--- config.mk ---
export PLATFORM = sky130hd
export DESIGN_NAME = sflash_xfer_engine
export DESIGN_NICKNAME = d
export VERILOG_FILES = /design/src/rtl/sfx_pkg.sv /design/src/rtl/sfx_sckgen.sv /design/src/rtl/sfx_regs.sv /design/src/rtl/sfx_seq.sv /design/src/rtl/sflash_xfer_engine.sv
export SDC_FILE = /design/constraint.sdc
export NUM_CORES = 1
export LEC_CHECK = 0
export ABC_CLOCK_PERIOD_IN_PS = 10500
export BUFFER_PORTS_ARGS = -buffer_cell sky130_fd_sc_hd__buf_2
export CAP_MARGIN = 20
export CORE_MARGIN = 3
export CORE_UTILIZATION = 35
export CTS_BUF_LIST = sky130_fd_sc_hd__clkbuf_8
export DETAILED_ROUTE_END_ITERATION = 8
export GPL_TIMING_DRIVEN = 0
export HOLD_SLACK_MARGIN = 0.12
export PLACE_DENSITY_LB_ADDON = 0.1
export RECOVER_POWER = 25
export SLEW_MARGIN = 20
export SYNTH_ARGS = -nofsm -noshare
export SYNTH_HDL_FRONTEND = slang
export SYNTH_HIERARCHICAL = 1
export SYNTH_SLANG_ARGS = --single-unit
--- constraint.sdc ---
create_clock -name clk -period 10.5 [get_ports clk]
set_input_delay 1.05 -clock clk [delete_from_list [all_inputs] [get_ports clk]]
set_output_delay 1.05 -clock clk [all_outputs]
set_load 0.01 [all_outputs]
--- src/rtl/sfx_pkg.sv ---
package sfx_pkg;
  // register word indices
  localparam logic [2:0] IDX_MODE = 3'd0;
  localparam logic [2:0] IDX_CMD  = 3'd1;
  localparam logic [2:0] IDX_STAT = 3'd2;
  localparam logic [2:0] IDX_TXW  = 3'd3;
  localparam logic [2:0] IDX_RXW  = 3'd4;

  // field positions
  localparam int MODE_SW_BIT  = 28;
  localparam int CMD_GO_BIT   = 7;
  localparam int CMD_IE_BIT   = 8;
  localparam int CMD_DEV_LSB  = 12;
  localparam int STAT_FIN_BIT = 8;

  typedef enum logic [1:0] {
    SQ_IDLE = 2'd0,
    SQ_RUN  = 2'd1,
    SQ_GAP  = 2'd2
  } seq_state_e;

  function automatic logic [2:0] clamp_cnt(input logic [2:0] n, input int lim);
    return (int'(n) > lim) ? 3'(lim) : n;
  endfunction
endpackage

--- src/rtl/sfx_sckgen.sv ---
module sfx_sckgen (
  input  logic       clk,
  input  logic       rst_n,
  input  logic       run,
  input  logic [3:0] presc,
  output logic       sck_rise,
  output logic       sck_fall
);
  logic [3:0] cnt_q, cnt_d;
  logic [3:0] p_eff, lo_len;

  always_comb begin
    p_eff  = (presc < 4'd2) ? 4'd2 : presc;
    lo_len = p_eff - (p_eff >> 1);
    if (!run)                      cnt_d = '0;
    else if (cnt_q == p_eff - 4'd1) cnt_d = '0;
    else                           cnt_d = cnt_q + 4'd1;
    sck_rise = run && (cnt_q == lo_len - 4'd1);
    sck_fall = run && (cnt_q == p_eff - 4'd1);
  end

  always_ff @(posedge clk or negedge rst_n) begin
    if (!rst_n) cnt_q <= '0;
    else        cnt_q <= cnt_d;
  end
endmodule

--- src/rtl/sfx_regs.sv ---
module sfx_regs
  import sfx_pkg::*;
#(
  parameter  int NBANK  = 4,
  localparam int BANK_W = $clog2(NBANK),
  localparam int DW     = 32
) (
  input  logic              clk,
  input  logic              rst_n,
  input  logic              wr,
  input  logic [2:0]        idx,
  input  logic [31:0]       wdata,
  output logic [31:0]       rdata,
  input  logic [DW-1:0]     rxw,
  input  logic              busy,
  input  logic              done_set,
  output logic              start,
  output logic [2:0]        go_tx,
  output logic [2:0]        go_rx,
  output logic [BANK_W-1:0] go_dev,
  output logic [DW-1:0]     txw,
  output logic [NBANK-1:0]  dev_en,
  output logic [1:0]        dsel,
  output logic [3:0]        presc,
  output logic              done,
  output logic              irq
);
  logic [NBANK-1:0]  en_q, en_d;
  logic [1:0]        dsel_q, dsel_d;
  logic [3:0]        presc_q, presc_d;
  logic              sw_q, sw_d;
  logic [2:0]        tx_q, tx_d, rx_q, rx_d;
  logic              ie_q, ie_d;
  logic [BANK_W-1:0] dev_q, dev_d;
  logic [DW-1:0]     txw_q, txw_d;
  logic              done_q, done_d;
  logic              wr_mode, wr_cmd, wr_stat, wr_txw;

  always_comb begin
    wr_mode = wr && (idx == IDX_MODE);
    wr_cmd  = wr && (idx == IDX_CMD);
    wr_stat = wr && (idx == IDX_STAT);
    wr_txw  = wr && (idx == IDX_TXW);

    en_d = en_q; dsel_d = dsel_q; presc_d = presc_q; sw_d = sw_q;
    tx_d = tx_q; rx_d = rx_q; ie_d = ie_q; dev_d = dev_q;
    txw_d = txw_q; done_d = done_q;

    if (wr_mode) begin
      en_d    = wdata[NBANK-1:0];
      dsel_d  = wdata[6:5];
      presc_d = wdata[11:8];
      sw_d    = wdata[MODE_SW_BIT];
    end
    if (wr_cmd) begin
      tx_d  = wdata[2:0];
      rx_d  = wdata[6:4];
      ie_d  = wdata[CMD_IE_BIT];
      dev_d = wdata[CMD_DEV_LSB +: BANK_W];
    end
    if (wr_txw) txw_d = wdata[DW-1:0];
    if (wr_stat && !wdata[STAT_FIN_BIT]) done_d = 1'b0;
    if (done_set) done_d = 1'b1;

    // a launch takes its fields straight from the write data
    start  = wr_cmd && wdata[CMD_GO_BIT] && sw_q && !busy;
    go_tx  = wdata[2:0];
    go_rx  = wdata[6:4];
    go_dev = wdata[CMD_DEV_LSB +: BANK_W];
  end

  always_ff @(posedge clk or negedge rst_n) begin
    if (!rst_n) begin
      en_q <= '0; dsel_q <= '0; presc_q <= '0; sw_q <= 1'b0;
      tx_q <= '0; rx_q <= '0; ie_q <= 1'b0; dev_q <= '0;
      txw_q <= '0; done_q <= 1'b0;
    end else begin
      en_q <= en_d; dsel_q <= dsel_d; presc_q <= presc_d; sw_q <= sw_d;
      tx_q <= tx_d; rx_q <= rx_d; ie_q <= ie_d; dev_q <= dev_d;
      txw_q <= txw_d; done_q <= done_d;
    end
  end

  always_comb begin
    rdata = '0;
    case (idx)
      IDX_MODE: begin
        rdata[NBANK-1:0]   = en_q;
        rdata[6:5]         = dsel_q;
        rdata[11:8]        = presc_q;
        rdata[MODE_SW_BIT] = sw_q;
      end
      IDX_CMD: begin
        rdata[2:0]                     = tx_q;
        rdata[6:4]                     = rx_q;
        rdata[CMD_IE_BIT]              = ie_q;
        rdata[CMD_DEV_LSB +: BANK_W]   = dev_q;
      end
      IDX_STAT: rdata[STAT_FIN_BIT] = done_q;
      IDX_TXW:  rdata = 32'(txw_q);
      IDX_RXW:  rdata = 32'(rxw);
      default:  rdata = '0;
    endcase
  end

  assign txw    = txw_q;
  assign dev_en = en_q;
  assign dsel   = dsel_q;
  assign presc  = presc_q;
  assign done   = done_q;
  assign irq    = done_q & ie_q;
endmodule

--- src/rtl/sfx_seq.sv ---
module sfx_seq
  import sfx_pkg::*;
#(
  parameter  int NBANK     = 4,
  parameter  int MAX_BYTES = 4,
  localparam int BANK_W    = $clog2(NBANK),
  localparam int DW        = 8 * MAX_BYTES,
  localparam int IDX_W     = $clog2(DW),
  localparam int SLOT_W    = $clog2(MAX_BYTES),
  localparam int BIT_W     = $clog2(16 * MAX_BYTES + 1)
) (
  input  logic              clk,
  input  logic              rst_n,
  input  logic              start,
  input  logic [2:0]        go_tx,
  input  logic [2:0]        go_rx,
  input  logic [BANK_W-1:0] go_dev,
  input  logic [DW-1:0]     txw,
  input  logic [NBANK-1:0]  dev_en,
  input  logic [1:0]        dsel,
  input  logic              sck_rise,
  input  logic              sck_fall,
  input  logic              miso,
  output logic              sck,
  output logic              mosi,
  output logic [NBANK-1:0]  cs_n,
  output logic [DW-1:0]     rxw,
  output logic              busy,
  output logic              done_set
);
  seq_state_e        st_q, st_d;
  logic [BIT_W-1:0]  bit_q, bit_d, txb_q, txb_d, tot_q, tot_d;
  logic [BIT_W-1:0]  nb, rx_off;
  logic [BANK_W-1:0] dev_q, dev_d;
  logic [DW-1:0]     txw_q, txw_d, rxw_q, rxw_d;
  logic [7:0]        rxb_q, rxb_d;
  logic [1:0]        gap_q, gap_d;
  logic              sck_q, sck_d, mosi_q, mosi_d, act_q, act_d;
  logic [2:0]        tx_e, rx_e;

  always_comb begin
    st_d = st_q; bit_d = bit_q; txb_d = txb_q; tot_d = tot_q; dev_d = dev_q;
    txw_d = txw_q; rxw_d = rxw_q; rxb_d = rxb_q; gap_d = gap_q;
    sck_d = sck_q; mosi_d = mosi_q; act_d = act_q; done_set = 1'b0;
    tx_e   = clamp_cnt(go_tx, MAX_BYTES);
    rx_e   = clamp_cnt(go_rx, MAX_BYTES);
    nb     = bit_q + BIT_W'(1);
    rx_off = bit_q - txb_q;

    unique case (st_q)
      SQ_IDLE: begin
        if (start) begin
          if ((tx_e == 3'd0) || !dev_en[go_dev]) begin
            done_set = 1'b1;
          end else begin
            st_d   = SQ_RUN;
            bit_d  = '0;
            txb_d  = BIT_W'(tx_e) << 3;
            tot_d  = (BIT_W'(tx_e) + BIT_W'(rx_e)) << 3;
            dev_d  = go_dev;
            txw_d  = txw;
            rxw_d  = '0;
            mosi_d = txw[7];
            act_d  = 1'b1;
          end
        end
      end
      SQ_RUN: begin
        if (sck_rise) begin
          sck_d = 1'b1;
          if (bit_q >= txb_q) begin
            rxb_d = {rxb_q[6:0], miso};
            if (&bit_q[2:0])
              rxw_d[{rx_off[SLOT_W+2:3], 3'b000} +: 8] = {rxb_q[6:0], miso};
          end
        end
        if (sck_fall) begin
          sck_d = 1'b0;
          bit_d = nb;
          if (nb == tot_q) begin
            st_d   = SQ_GAP;
            act_d  = 1'b0;
            mosi_d = 1'b0;
            gap_d  = '0;
          end else if (nb < txb_q) begin
            mosi_d = txw_q[{nb[IDX_W-1:3], ~nb[2:0]}];
          end else begin
            mosi_d = 1'b0;
          end
        end
      end
      SQ_GAP: begin
        if (sck_fall) begin
          if (gap_q == dsel) begin
            st_d     = SQ_IDLE;
            done_set = 1'b1;
          end else begin
            gap_d = gap_q + 2'd1;
          end
        end
      end
      default: st_d = SQ_IDLE;
    endcase
  end

  always_ff @(posedge clk or negedge rst_n) begin
    if (!rst_n) begin
      st_q <= SQ_IDLE; bit_q <= '0; txb_q <= '0; tot_q <= '0; dev_q <= '0;
      txw_q <= '0; rxw_q <= '0; rxb_q <= '0; gap_q <= '0;
      sck_q <= 1'b0; mosi_q <= 1'b0; act_q <= 1'b0;
    end else begin
      st_q <= st_d; bit_q <= bit_d; txb_q <= txb_d; tot_q <= tot_d; dev_q <= dev_d;
      txw_q <= txw_d; rxw_q <= rxw_d; rxb_q <= rxb_d; gap_q <= gap_d;
      sck_q <= sck_d; mosi_q <= mosi_d; act_q <= act_d;
    end
  end

  for (genvar b = 0; b < NBANK; b++) begin : g_cs
    assign cs_n[b] = ~(act_q && (dev_q == BANK_W'(b)));
  end

  assign sck  = sck_q;
  assign mosi = mosi_q;
  assign rxw  = rxw_q;
  assign busy = (st_q != SQ_IDLE);
endmodule

--- src/rtl/sflash_xfer_engine.sv ---
module sflash_xfer_engine #(
  parameter int NBANK     = 4,
  parameter int MAX_BYTES = 4
) (
  input  logic             clk,
  input  logic             rst_n,
  input  logic             reg_wr,
  input  logic [2:0]       reg_idx,
  input  logic [31:0]      reg_wdata,
  output logic [31:0]      reg_rdata,
  output logic             sck,
  output logic             mosi,
  input  logic             miso,
  output logic [NBANK-1:0] cs_n,
  output logic             irq
);
  localparam int BANK_W = $clog2(NBANK);
  localparam int DW     = 8 * MAX_BYTES;

  logic [1:0]        rs_q;
  logic              rst_i_n;
  logic              start, busy, done_set, done_flag;
  logic [2:0]        go_tx, go_rx;
  logic [BANK_W-1:0] go_dev;
  logic [DW-1:0]     txw, rxw;
  logic [NBANK-1:0]  dev_en;
  logic [1:0]        dsel;
  logic [3:0]        presc;
  logic              sck_rise, sck_fall;

  // asynchronous assertion, synchronous release
  always_ff @(posedge clk or negedge rst_n) begin
    if (!rst_n) rs_q <= 2'b00;
    else        rs_q <= {rs_q[0], 1'b1};
  end
  assign rst_i_n = rs_q[1];

  sfx_regs #(.NBANK(NBANK)) u_regs (
    .clk(clk), .rst_n(rst_i_n), .wr(reg_wr), .idx(reg_idx), .wdata(reg_wdata),
    .rdata(reg_rdata), .rxw(rxw), .busy(busy), .done_set(done_set),
    .start(start), .go_tx(go_tx), .go_rx(go_rx), .go_dev(go_dev), .txw(txw),
    .dev_en(dev_en), .dsel(dsel), .presc(presc), .done(done_flag), .irq(irq)
  );

  sfx_sckgen u_sckgen (
    .clk(clk), .rst_n(rst_i_n), .run(busy), .presc(presc),
    .sck_rise(sck_rise), .sck_fall(sck_fall)
  );

  sfx_seq #(.NBANK(NBANK), .MAX_BYTES(MAX_BYTES)) u_seq (
    .clk(clk), .rst_n(rst_i_n), .start(start), .go_tx(go_tx), .go_rx(go_rx),
    .go_dev(go_dev), .txw(txw), .dev_en(dev_en), .dsel(dsel),
    .sck_rise(sck_rise), .sck_fall(sck_fall), .miso(miso),
    .sck(sck), .mosi(mosi), .cs_n(cs_n), .rxw(rxw), .busy(busy), .done_set(done_set)
  );
endmodule

### Word-level counts from Yosys, hierarchy flattened

Cells that the tools add are included.

* add/subtract/negate cells: 9
* magnitude comparators: 7
* eq/ne operators: 23
* shift-type cells: 2
* mux-type cells: 63
* bitwise operators: 7
* reductions and logical operators: 36

Operator list (number)
* 32-bit 2-to-1 mux: 5
* 32-bit case mux with 2 select lines: 1
* 32-bit bitwise mux: 1
* 8-bit by 7-bit variable shift with 32-bit output (first input constant): 1
* 8-bit by 7-bit variable part select with 32-bit output: 1
* 14-bit case mux with 2 select lines: 1
* 7-bit 2-to-1 mux: 3
* 2-bit 2-to-1 mux: 10
* 1-bit 2-to-1 mux: 19
* 1-bit logical AND: 14
* 7-bit case mux with 2 select lines: 1
* 4-bit 2-to-1 mux: 3
* 2-bit inequality test (second input constant): 6
* 2-bit case mux with 3 select lines: 2
* 3-bit case mux with 4 select lines: 1
* 6-bit AND reduction: 2
* 5-bit AND reduction: 2
* 2-bit nonzero test: 5
* 1-bit case mux with 3 select lines: 3
* 3-bit case mux with 3 select lines: 1
* 3-bit AND reduction: 3
* 4-bit equality test: 2
* 2-bit by 1-bit inequality test with 1-bit output (second input constant): 4
* 1-bit case mux with 2 select lines: 4
* 37 further kinds: 52

* bits in registers: 153
* input port bits: 39
* output and inout port bits: 39
* logic and storage cells: 171

### Logic depth before layout (Yosys ltp)

* word-level depth: 8
* mapped depth: 16

### Cells and area by module

Netlist, hierarchy kept.

Modules (own cells, without submodules)
* sfx_seq: times used 1, cells an instance 501, area each 4719.5 um^2
* sfx_regs: times used 1, cells an instance 208, area each 2811.4 um^2
* sfx_sckgen: times used 1, cells an instance 56, area each 538.0 um^2
* sflash_xfer_engine: times used 1, cells an instance 3, area each 53.8 um^2

### Worst setup path before layout

No wires, ideal clock.

* path kind: reg2reg
* start: register u_regs.presc_q[2] (netlist: u_regs/presc[2])
* end: register u_seq.rxw_q[24] (netlist: u_seq/rxw[24])
* library setup time: 0.139 ns
* arrival time: 3.103 ns
* data required time: 10.361 ns
* setup slack: 7.259 ns
* cell stages (with the launch flop): 17
* path buffers: 1
* period minus slack after synthesis: 3.241 ns
* cell sequence: dfrtp_1 > inv_1 > ha_1 > a21bo_4 > nand2_2 > inv_2 > ha_1 > fa_1 > xnor2_1 > nand3_1 > nor3_1 > nand2_1 > a211oi_2 > o22ai_1 > buf_4 > nand2_1 > o21ai_0

* longest elaborated chain between the ends: 8

Ends and longest elaborated chain
* from (decl): line sfx_regs.sv:30 `logic [3:0] presc_q, presc_d;`
* from (signal assigned): line sfx_regs.sv:78 `en_q <= en_d; dsel_q <= dsel_d; presc_q <= presc_d; sw_q <= sw_d;`
* 4-bit by 2-bit < comparator with 1-bit output: line sfx_sckgen.sv:13 `p_eff = (presc < 4'd2) ? 4'd2 : presc;`
* 4-bit 2-to-1 mux (*): line sfx_sckgen.sv:13
* 4-bit by 3-bit subtractor with 4-bit output (*): line sfx_sckgen.sv:14 `lo_len = p_eff - (p_eff >> 1);`
* 4-bit by 1-bit subtractor with 4-bit output (*): line sfx_sckgen.sv:18 `sck_rise = run && (cnt_q == lo_len - 4'd1);`
* 4-bit equality test (*): line sfx_sckgen.sv:18
* 1-bit logical AND (*): line sfx_sckgen.sv:18
* named net sck_rise: line sflash_xfer_engine.sv:29 `logic sck_rise, sck_fall;`
* 2-bit inequality test (no line) (*)
* 6-bit AND reduction (no line) (*)
* to (signal assigned): line sfx_seq.sv:113 `txw_q <= txw_d; rxw_q <= rxw_d; rxb_q <= rxb_d; gap_q <= gap_d;`
* to (decl): line sfx_seq.sv:35 `logic [DW-1:0] txw_q, txw_d, rxw_q, rxw_d;`

Mark *: on every way through the listed nets, which the timed path passes. The rest lies on a longest branch.
A chain may end at the register's enable or synchronous reset.

==> results.sh <==
export IMPL_nNetsFinal=933
export IMPL_cpPeakStageDelay_ns=2.11
export IMPL_fin_ws_ns=5.99
export IMPL_max_freq_mhz=222
export IMPL_gp_congestion=0.830
export IMPL_yosysTopAreaCellShare_pct=47.1
export IMPL_cts_resized=0
export IMPL_clockBufferDepth=2
export IMPL_worstMarginPinSlew_ns=2.84
export IMPL_p_leak_uw=0.00450
export IMPL_setup_violations=0
export IMPL_finalMaxSlewViolations=103
export IMPL_final_common_cell="nand2_1"
export IMPL_htreeDepth=4
export IMPL_drt_vias_per_instance=5.10
export IMPL_drt_iter0_markers=276
export IMPL_crit_fanout=53
export IMPL_grt_total_usage_pct=18.5
export IMPL_rsz0062_at_grt="false"
export IMPL_cts_tree="yes"
export IMPL_ios=78
export IMPL_mostFrequentLayoutCells="nand2_1 (209), dfrtp_1 (153), buf_2 (89)"
export IMPL_grt_max_degree=54
export IMPL_synth_flop_cell="dfrtp_1"
export IMPL_num_fill_cells=2243
export IMPL_r2r_start="rs_q[1]$_DFF_PN0_"
export IMPL_routed_wl_um=22400
export IMPL_die_area_mm2=0.0251
export IMPL_crit_family="buffers and inverters"
export IMPL_die_y_um=158
export IMPL_synth_top_cell_by_area="dfrtp_1"
export IMPL_ir_worst_vdd_v=0.0000737
export IMPL_synth_top_family_by_area="simple AND/OR/NAND/NOR gates"
export IMPL_remaining_drc_errors=0
export IMPL_timing_clock_skew_ns=0.0151
export IMPL_cp_startpoint="rs_q[1]$_DFF_PN0_"
export IMPL_syn_instance_count=768
export IMPL_cts_sinks=153
export IMPL_end_kind="async pin"
export IMPL_fin_setup_tns_ns=0
export IMPL_slew_limit_headroom_pct=-89.3
export IMPL_worst_ep_arrival_time_ns=4.47
export IMPL_yosysUniqueCellTypes=75
export IMPL_fin_area_mm2=0.00931
export IMPL_synth_simple_area_share_pct=16.6
export IMPL_area_delta_synth_final_pct=14.6
export IMPL_detail_route_wl_per_cell_um=19.2
export IMPL_synth_xor_area_share_pct=2.70
export IMPL_overflow=0
export IMPL_drive_gt1_share_pct=25.9
export IMPL_via_count=5939
export IMPL_cellPowerDensity_mw_per_mm2=191
export IMPL_holdWs_ns=0.342
export IMPL_hold_violations=0
export IMPL_grt_pass1_wl_um=35300
export IMPL_slowest_stage="clkbuf_1"
export IMPL_hold_buffers=0
export IMPL_fp_row_count=55
export IMPL_postPlaceCellArea_mm2=0.00893
export IMPL_violations="max-capacitance violations, max-slew violations"
export IMPL_grt_pass1_vias=6277
export IMPL_synth_compound_area_share_pct=10.7
export IMPL_synth_mux_area_share_pct=13.8
export IMPL_dr_pass1_iters=4
export IMPL_critPathKind="reg -> async"
export IMPL_cap_violations=2
export IMPL_antennaDiodeCount=0
export IMPL_dp_hpwl_um=17100
export IMPL_postRouteAntennaNets=0
export IMPL_core_region_area_mm2=0.0227
export IMPL_netlist_area_mm2=0.00812
export IMPL_synth_area_top_cells="dfrtp_1 (47%), nand2_1 (9.7%), mux2_4 (5.5%)"
export IMPL_numCtsBuffers=17
export IMPL_die_x_um=158
export IMPL_syn_area_per_cell_um2=10.6
export IMPL_cts_root_buf="clkbuf_8"
export IMPL_start_util_pct=35.8
export IMPL_synth_edf_count=0
export IMPL_period_share_pct=42.9
export IMPL_post_route_min_period_ns=4.51
export IMPL_clock_latency_ns=0.46
export IMPL_critical_path_startpoint_type="flip-flop"
export IMPL_ys_seq_elements=153
export IMPL_cp_required_ns=10.46
export IMPL_synthArstFlopShare_pct=100
export IMPL_final_util_pct=41.0
export IMPL_syn_nets=835
export IMPL_path_clk_slew_ns=0.10
export IMPL_cts_setup_buffers=0
export IMPL_synth_adder_area_share_pct=4.59
export IMPL_min_path_type="in -> async"
export IMPL_path_cells="clkbuf_1"
export IMPL_worstPathBufferInverterCount=1
export IMPL_antenna_found_initial=0
export IMPL_status="finished with violations"
export IMPL_synth_warnings=6
export IMPL_pre_cts_ws_ns=6.17
export IMPL_ys_seq_area_share_pct=47.1
export IMPL_io_buffers=77
sequential cells by signal (all words and copies together) (netlist names), 4 cells and up:
register,count
u_regs/presc,4
u_seq/bit_q,7
u_sckgen/cnt_q,4
u_seq/rxb_q,7
u_seq/tot_q,4
u_regs/dev_en,4
u_regs/txw,32
u_seq/txw_q,32
u_seq/rxw,32
Yosys cell counts, types with 9 or more instances:
cell / n
mux2_2: 22
mux2i_1: 9
xor2_1: 10
mux2_1: 15
buf_4: 15
xnor2_1: 10
buf_2: 13
a21oi_1: 10
mux2_4: 30
dfrtp_1: 153
o21ai_0: 47
o21ai_1: 10
nand3_1: 11
ha_1: 25
nor2_1: 14
a22o_1: 18
inv_1: 21
nand2_1: 209
path summary, 6_finish.rpt:
check | cells after the start | slack (ns) | endpoint
setup / recovery | 1 | 5.99 | u_seq/txw_q[30]$_DFFE_PN0P_
hold / removal | 1 | 0.34 | rs_q[1]$_DFF_PN0_
setup reg to reg | 1 | 5.99 | u_seq/txw_q[30]$_DFFE_PN0P_
hold reg to reg | 0 | 0.37 | rs_q[1]$_DFF_PN0_
max in group clk | 16 | 6.18 | u_seq/rxw[28]$_DFFE_PN0P_
min in group clk | 0 | 0.37 | rs_q[1]$_DFF_PN0_
layer usage:
| layer | vias up | global-route usage (%) | routed length [um] |
|---|---|---|---|
| met4 | 0 | 5.37 | 373 |
| li1 | 2842 | - | - |
| met1 | 2985 | 26.2 | 11100 |
| met5 | - | 0 | 0 |
| met2 | 88 | 29.1 | 10300 |
| met3 | 24 | 3.15 | 550 |
cell type report:
cell class / count / area (um2) / share of cell area [%]
multi-input cells: 549 / 3940 / 42.3
flip-flops and latches: 153 / 3830 / 41.1
repair buffers: 79 / 415 / 4.46
well taps: 285 / 357 / 3.83
plain buffers: 43 / 279 / 3.00
clock buffers: 17 / 234 / 2.51
clock inverters: 15 / 176 / 1.89
inverters: 23 / 86.3 / 0.927
metrics by stage:
stage | total power [uW] | cells
2_1_floorplan | 1160 | 768
3_3_place_gp | 1300 | 1130
3_5_place_dp | 1320 | 1132
4_1_cts | 1800 | 1164
5_1_grt | 1890 | 1164
6_report | 1780 | 1164
power by group:
part           total (uW)  leakage [uW]  switching (uW)  internal (uW)
Clock                 469      0.000206             266            202
Combinational         541       0.00232             290            251
Sequential            768       0.00197            95.8            672
cell families after synthesis:
kind of cell	Yosys count
AND/OR/NAND/NOR	291
buffers and inverters	66
flip-flops	153
adder cells (fa/ha/maj)	28
XOR/XNOR	22
multiplexers	83
AO/OA/AOI/OAI	124
other	1
(Power assumes the default switching activity.)
